<file path="src/rtl/sas_pkg.sv">
package sas_pkg;
  typedef enum logic [2:0] {
    ST_IDLE,
    ST_QUAL,
    ST_LOW,
    ST_HIGH,
    ST_CONV
  } sas_state_e;
endpackage

</file>
<file path="src/rtl/sas_timer.sv">
module sas_timer #(
  parameter int W = 14
) (
  input  logic         clk_i,
  input  logic         rst_ni,
  input  logic         load_i,
  input  logic [W-1:0] val_i,
  output logic         done_o
);
  logic [W-1:0] cnt_q;

  always_ff @(posedge clk_i or negedge rst_ni) begin
    if (!rst_ni)              cnt_q <= '0;
    else if (load_i)          cnt_q <= val_i;
    else if (cnt_q != '0)     cnt_q <= cnt_q - 1'b1;
  end

  // last cycle of the loaded interval
  assign done_o = (cnt_q <= W'(1));
endmodule

</file>
<file path="src/rtl/sas_capture.sv">
module sas_capture #(
  parameter int W = 10
) (
  input  logic         clk_i,
  input  logic         rst_ni,
  input  logic         shift_i,
  input  logic         bit_i,
  output logic [W-1:0] data_o
);
  logic [W-1:0] sh_q;

  always_ff @(posedge clk_i or negedge rst_ni) begin
    if (!rst_ni)      sh_q <= '0;
    else if (shift_i) sh_q <= {sh_q[W-2:0], bit_i};
  end

  assign data_o = sh_q;
endmodule

</file>
<file path="src/rtl/serial_adc_sequencer.sv">
module serial_adc_sequencer #(
  parameter int RES_W    = 10,
  parameter int ADDR_W   = 4,
  parameter int DIV_W    = 8,
  parameter int RATIO_W  = 8,
  parameter int QUAL_SYS = 3,
  parameter int CONV_SYS = 44
) (
  input  logic               clk_i,
  input  logic               rst_ni,
  input  logic [DIV_W-1:0]   half_per_i,
  input  logic [RATIO_W-1:0] sys_ratio_i,
  input  logic               req_valid_i,
  input  logic [ADDR_W-1:0]  req_chan_i,
  output logic               busy_o,
  output logic               cs_n_o,
  output logic               ioclk_o,
  output logic               addr_o,
  input  logic               data_i,
  output logic               res_valid_o,
  output logic [RES_W-1:0]   res_data_o,
  output logic [ADDR_W-1:0]  res_chan_o,
  output logic               res_ok_o
);
  import sas_pkg::*;

  localparam int MULT_W = $clog2(CONV_SYS + 1);
  localparam int TMR_W  = (DIV_W > RATIO_W + MULT_W) ? DIV_W : RATIO_W + MULT_W;
  localparam int BIT_W  = $clog2(RES_W + 1);
  localparam logic [BIT_W-1:0] LAST_BIT = BIT_W'(RES_W - 1);

  sas_state_e state_q, state_d;
  logic [BIT_W-1:0]  bit_q;
  logic [ADDR_W-1:0] chan_q, tag_q, addr_sh_q;
  logic              have_q, ok_q;
  logic              accept, sample, finish, tmr_load, tmr_done;
  logic [TMR_W-1:0]  tmr_val;
  logic [TMR_W-1:0]  half_eff, ratio_eff, qual_len, conv_len;
  logic [RES_W-1:0]  cap_data;

  assign half_eff  = (half_per_i == '0)  ? TMR_W'(1) : TMR_W'(half_per_i);
  assign ratio_eff = (sys_ratio_i == '0) ? TMR_W'(1) : TMR_W'(sys_ratio_i);
  assign qual_len  = TMR_W'(QUAL_SYS) * ratio_eff;
  assign conv_len  = TMR_W'(CONV_SYS) * ratio_eff;

  always_comb begin
    state_d  = state_q;
    tmr_load = 1'b0;
    tmr_val  = half_eff;
    accept   = 1'b0;
    sample   = 1'b0;
    finish   = 1'b0;
    unique case (state_q)
      ST_IDLE: if (req_valid_i) begin
        accept   = 1'b1;
        tmr_load = 1'b1;
        tmr_val  = qual_len;
        state_d  = ST_QUAL;
      end
      ST_QUAL: if (tmr_done) begin
        tmr_load = 1'b1;
        state_d  = ST_LOW;
      end
      ST_LOW: if (tmr_done) begin
        tmr_load = 1'b1;
        sample   = 1'b1;
        state_d  = ST_HIGH;
      end
      ST_HIGH: if (tmr_done) begin
        tmr_load = 1'b1;
        if (bit_q == LAST_BIT) begin
          finish  = 1'b1;
          tmr_val = conv_len;
          state_d = ST_CONV;
        end else begin
          state_d = ST_LOW;
        end
      end
      ST_CONV: if (tmr_done) state_d = ST_IDLE;
      default: state_d = ST_IDLE;
    endcase
  end

  always_ff @(posedge clk_i or negedge rst_ni) begin
    if (!rst_ni) begin
      state_q   <= ST_IDLE;
      bit_q     <= '0;
      chan_q    <= '0;
      tag_q     <= '0;
      addr_sh_q <= '0;
      have_q    <= 1'b0;
      ok_q      <= 1'b0;
    end else begin
      state_q <= state_d;
      if (accept) begin
        tag_q     <= chan_q;   // result of this access belongs to the prior request
        ok_q      <= have_q;
        chan_q    <= req_chan_i;
        addr_sh_q <= req_chan_i;
        have_q    <= 1'b1;
        bit_q     <= '0;
      end else if (state_q == ST_HIGH && tmr_done) begin
        bit_q     <= bit_q + 1'b1;
        addr_sh_q <= addr_sh_q << 1;
      end
    end
  end

  always_ff @(posedge clk_i or negedge rst_ni) begin
    if (!rst_ni) begin
      res_valid_o <= 1'b0;
      res_data_o  <= '0;
      res_chan_o  <= '0;
      res_ok_o    <= 1'b0;
    end else begin
      res_valid_o <= finish;
      if (finish) begin
        res_data_o <= cap_data;
        res_chan_o <= tag_q;
        res_ok_o   <= ok_q;
      end
    end
  end

  sas_timer #(.W(TMR_W)) u_timer (
    .clk_i  (clk_i),
    .rst_ni (rst_ni),
    .load_i (tmr_load),
    .val_i  (tmr_val),
    .done_o (tmr_done)
  );

  sas_capture #(.W(RES_W)) u_capture (
    .clk_i   (clk_i),
    .rst_ni  (rst_ni),
    .shift_i (sample),
    .bit_i   (data_i),
    .data_o  (cap_data)
  );

  assign busy_o  = (state_q != ST_IDLE);
  assign cs_n_o  = (state_q == ST_IDLE) || (state_q == ST_CONV);
  assign ioclk_o = (state_q == ST_HIGH);
  assign addr_o  = ((state_q == ST_LOW) || (state_q == ST_HIGH)) && addr_sh_q[ADDR_W-1];
endmodule

</file>
<file path="config.mk">
export PLATFORM = sky130hd
export DESIGN_NAME = serial_adc_sequencer
export DESIGN_NICKNAME = d
export VERILOG_FILES = /design/src/rtl/sas_pkg.sv /design/src/rtl/sas_timer.sv /design/src/rtl/sas_capture.sv /design/src/rtl/serial_adc_sequencer.sv
export SDC_FILE = /design/constraint.sdc
export NUM_CORES = 1
export LEC_CHECK = 0
export BUFFER_PORTS_ARGS = -buffer_cell sky130_fd_sc_hd__buf_2
export CORE_MARGIN = 1.5
export CORE_UTILIZATION = 42
export CTS_BUF_LIST = sky130_fd_sc_hd__clkbuf_4
export DETAILED_ROUTE_END_ITERATION = 7
export GPL_TIMING_DRIVEN = 0
export PLACE_DENSITY = 0.59
export REMOVE_ABC_BUFFERS = 1
export SLEW_MARGIN = 0
export SYNTH_ARGS = -nofsm -noshare
export SYNTH_HDL_FRONTEND = slang
export SYNTH_SLANG_ARGS = --single-unit
</file>
<file path="constraint.sdc">
create_clock -name clk_i -period 2.3 [get_ports clk_i]
set_input_delay 0.345 -clock clk_i [delete_from_list [all_inputs] [get_ports clk_i]]
set_output_delay 0.345 -clock clk_i [all_outputs]
set_load 0.01 [all_outputs]
</file>
==> flow_summary.json <==
{
  "clkPwrFrac_pct": 18.1,
  "ys_seq_area_share_pct": 37.91,
  "outcome": "finished with violations",
  "cp_max_fo": 9,
  "p_seq_share_pct": 41.0,
  "routabilityCongestion": 0.8413,
  "min_path_type": "in -> async",
  "die_x_um": 100.9,
  "syn_to_final_growth_pct": 32.60,
  "max_freq_ghz": 0.3667,
  "cts-root-buf": "clkbuf_4",
  "grt.overflow.total": 0,
  "wirelength_mm": 11.67,
  "relSlewSlack_pct": 47.90,
  "violations": "setup timing",
  "clk_pin_slew_ps": 100,
  "worst_slew_pin_slew_ps": 781.5,
  "die_area_um2": 10180,
  "rsz0062_at_grt": "yes",
  "power.total_mw": 3.971,
  "combPwrFrac_pct": 40.9,
  "pwr_density_cell_nw_per_um2": 743.8,
  "grtUsageTotal_pct": 22.92,
  "yosysTopAreaCell": "dfrtp_1",
  "async_flop_share_pct": 100.0,
  "initial_utilization_pct": 43.37,
  "arrival_ps": 3020,
  "hold_slack_ps": 1.203,
  "firstDrtPassIters": 5,
  "die_y_um": 100.9,
  "num_rows": 35,
  "finalCritPeriodShare_pct": 118.6,
  "dr.first_iter.drc_count": 300,
  "hold_viol_final": 0,
  "yosys_most_used_dff": "dfrtp_1",
  "cts.sink_count": 61,
  "yosys-top-cells-area": "dfrtp_1 (38%), nand2_1 (9.0%), ha_1 (8.4%), mux2_2 (3.4%), inv_1 (2.7%)",
  "htreeDepth": 3,
  "num_vias": 3764,
  "fillCellCount": 874,
  "peakVddDrop_v": 0.0004390,
  "ys_ff_latch": 61,
  "insertion_delay_ps": 430,
  "postRouteAntennaNets": 0,
  "critPathLaunchType": "primary input",
  "period_needed_ps": 2727,
  "numCtsBuffers": 9,
  "synth-edff-count": 0,
  "grt_max_degree": 62,
  "yosys.area.top_type_share_pct": 37.91,
  "cts_tree": "done",
  "antenna_found_initial": 0,
  "netlist_instances": 455,
  "endpoint_kind": "flip-flop",
  "grt_pass1_wl_mm": 17.93,
  "port_buffers": 43,
  "cts.path.max_buffers": 2,
  "viasPerCell": 5.635,
  "nNetsFinal": 591,
  "p_sw_mw": 1.548,
  "yosys_warnings": 0,
  "drive_gt1_share_pct": 34.51,
  "final_cells": 668,
  "dp_slack_ps": -1759,
  "fin_ws_ps": -427.3,
  "slew_violations": 0,
  "internal_power_mw": 2.423,
  "num_io_pins": 44,
  "leakagePower_nw": 2.580,
  "syn_avg_cell_area_um2": 8.849,
  "n_antenna_cell": 0,
  "routedWlPerCell_um": 17.46,
  "clock_skew_ps": 14.63,
  "grt_pass1_vias": 3586,
  "core_area_um2": 9284,
  "path_class": "in -> reg",
  "sw_frac_of_total_pct": 38.98,
  "crit_required_ps": 2590,
  "place_hpwl_mm": 6.707,
  "drv_cap": 0,
  "synthDistinctLibCells": 60,
  "finalSetupViolations": 10,
  "placed_cells": 606,
  "syn-cell-area_um2": 4026,
  "drc": 0
}
final timing paths:
| kind | end | startpoint | slack (ps) | cells after the start |
|---|---|---|---|---|
| setup / recovery | u_timer.cnt_q[8] | sys_ratio_i[1] | -430 | 15 |
| hold / removal | res_data_o[6] | rst_ni | 1 | 1 |
| setup reg to reg | u_timer.cnt_q[11] | u_timer.cnt_q[2] | -70 | 6 |
| hold reg to reg | res_data_o[6] | res_data_o[6] | 460 | 2 |
| max in group asynchronous | u_timer.cnt_q[8] | rst_ni | 1760 | 1 |
| min in group clk_i | chan_q[1] | req_chan_i[1] | 130 | 3 |
power groups by stage:
stage,clock [mW],sequential [mW],combinational (mW)
after floorplan,0,1.56,0.883
after global placement,0,1.61,1.12
after detailed placement,0,1.63,1.15
after CTS,0.727,1.61,1.50
after global routing,0.781,1.67,1.78
final,0.718,1.63,1.62
cell usage in the layout, fill, tap and decap left out, types with 4 or more instances in the layout:
master,n
nand2_1,92
dfrtp_1,60
buf_4,37
buf_2,36
nor2_1,24
inv_1,17
ha_1,15
mux2_2,12
ha_4,12
a21oi_1,11
xnor2_1,11
o21ai_0,11
xor2_1,10
clkbuf_4,9
mux2i_1,8
nor4_1,8
inv_2,6
nor3_1,6
a31oi_1,6
nand3_1,6
buf_6,6
o22ai_1,5
inv_4,4
nand4_1,4
a21o_1,4
a22oi_1,4
a211oi_1,4
o31ai_1,4
nor2b_1,4
fa_1,4
buf_8,4
buf_12,4
registers in the layout, summed over array words and instances (netlist names):
register / count
bit_q: 4
res_data_o: 10
tag_q: 4
addr_sh_q: 4
res_ok_o: 1
res_chan_o: 4
have_q: 1
state_q: 3
u_capture.data_o: 10
ok_q: 1
chan_q: 4
res_valid_o: 1
u_timer.cnt_q: 14
metal layers:
layer  share of wire (%)  global-route usage (%)  wire (µm)
met1                  43                   29.99       5016
met2                  48                   37.94       5615
met3                 5.8                   5.895        678
met5                   0                       0          0
met4                 3.1                   5.876        356
kinds of logic after synthesis:
logic type	after synthesis	synth area share (%)
AOI/OAI and AO/OA	75	12.43
xor gates and xnor gates	21	4.568
adders and majority gates	32	10.88
buffers and inverters	50	5.096
DFF	61	37.91
muxes	20	5.345
and+or+nand+nor	196	23.77
through the flow:
step,utilization [%],area [µm²],setup TNS (ps)
after floorplan,-,3930,-7792
after global placement,46.39,4307,-31250
after detailed placement,46.39,4307,-30980
after CTS,55.00,5106,-1790
after global routing,57.51,5339,-3334
final,57.51,5339,-2351
repair_timing:
action	4_1_cts	5_1_grt
resized for setup	102	22
endpoints found under the hold margin	0	0
setup buffers	33	11
cloned	2	1
pin swaps	46	27
setup endpoints to repair	49	33
hold buffers	0	0
Yosys cell counts, drive strengths merged (4+ instances only):
cell and n:
o31ai 4, and3 4, xnor2 11, nand3 8, ha 27, or4 6, a21o 4, nor3 10
nand2 98, fa 5, clkbuf 15, a31oi 11, nor4 9, xor2 10, a22oi 4, a211oi 4
inv 29, o22ai 6, buf 6, dfrtp 61, o21ai 15, nor2 29, mux2i 8, nor2b 5
a21oi 14, mux2 12
layout make-up:
cell class,count,area [µm²],share of cell area [%]
Inverter,29,136.4,2.554
Timing Repair Buffer,87,665.6,12.47
Sequential cell,61,1528,28.62
Clock inverter,6,55.05,1.031
Tap cell,129,161.4,3.023
Clock buffer,9,67.56,1.266
Multi-Input combinational cell,347,2725,51.04
worst max-delay path, cell delays in order:
cell	delay [ps]
buf_2	180
nor2_1	280
nand2b_4	140
nand2b_4	110
ha_4	130
inv_2	30
fa_1	550
inv_2	50
ha_4	300
nor2b_4	200
o21a_1	200
o21a_1	150
nor3_2	50
o22ai_2	170
nand3_1	140
(Power assumes the default switching activity.)
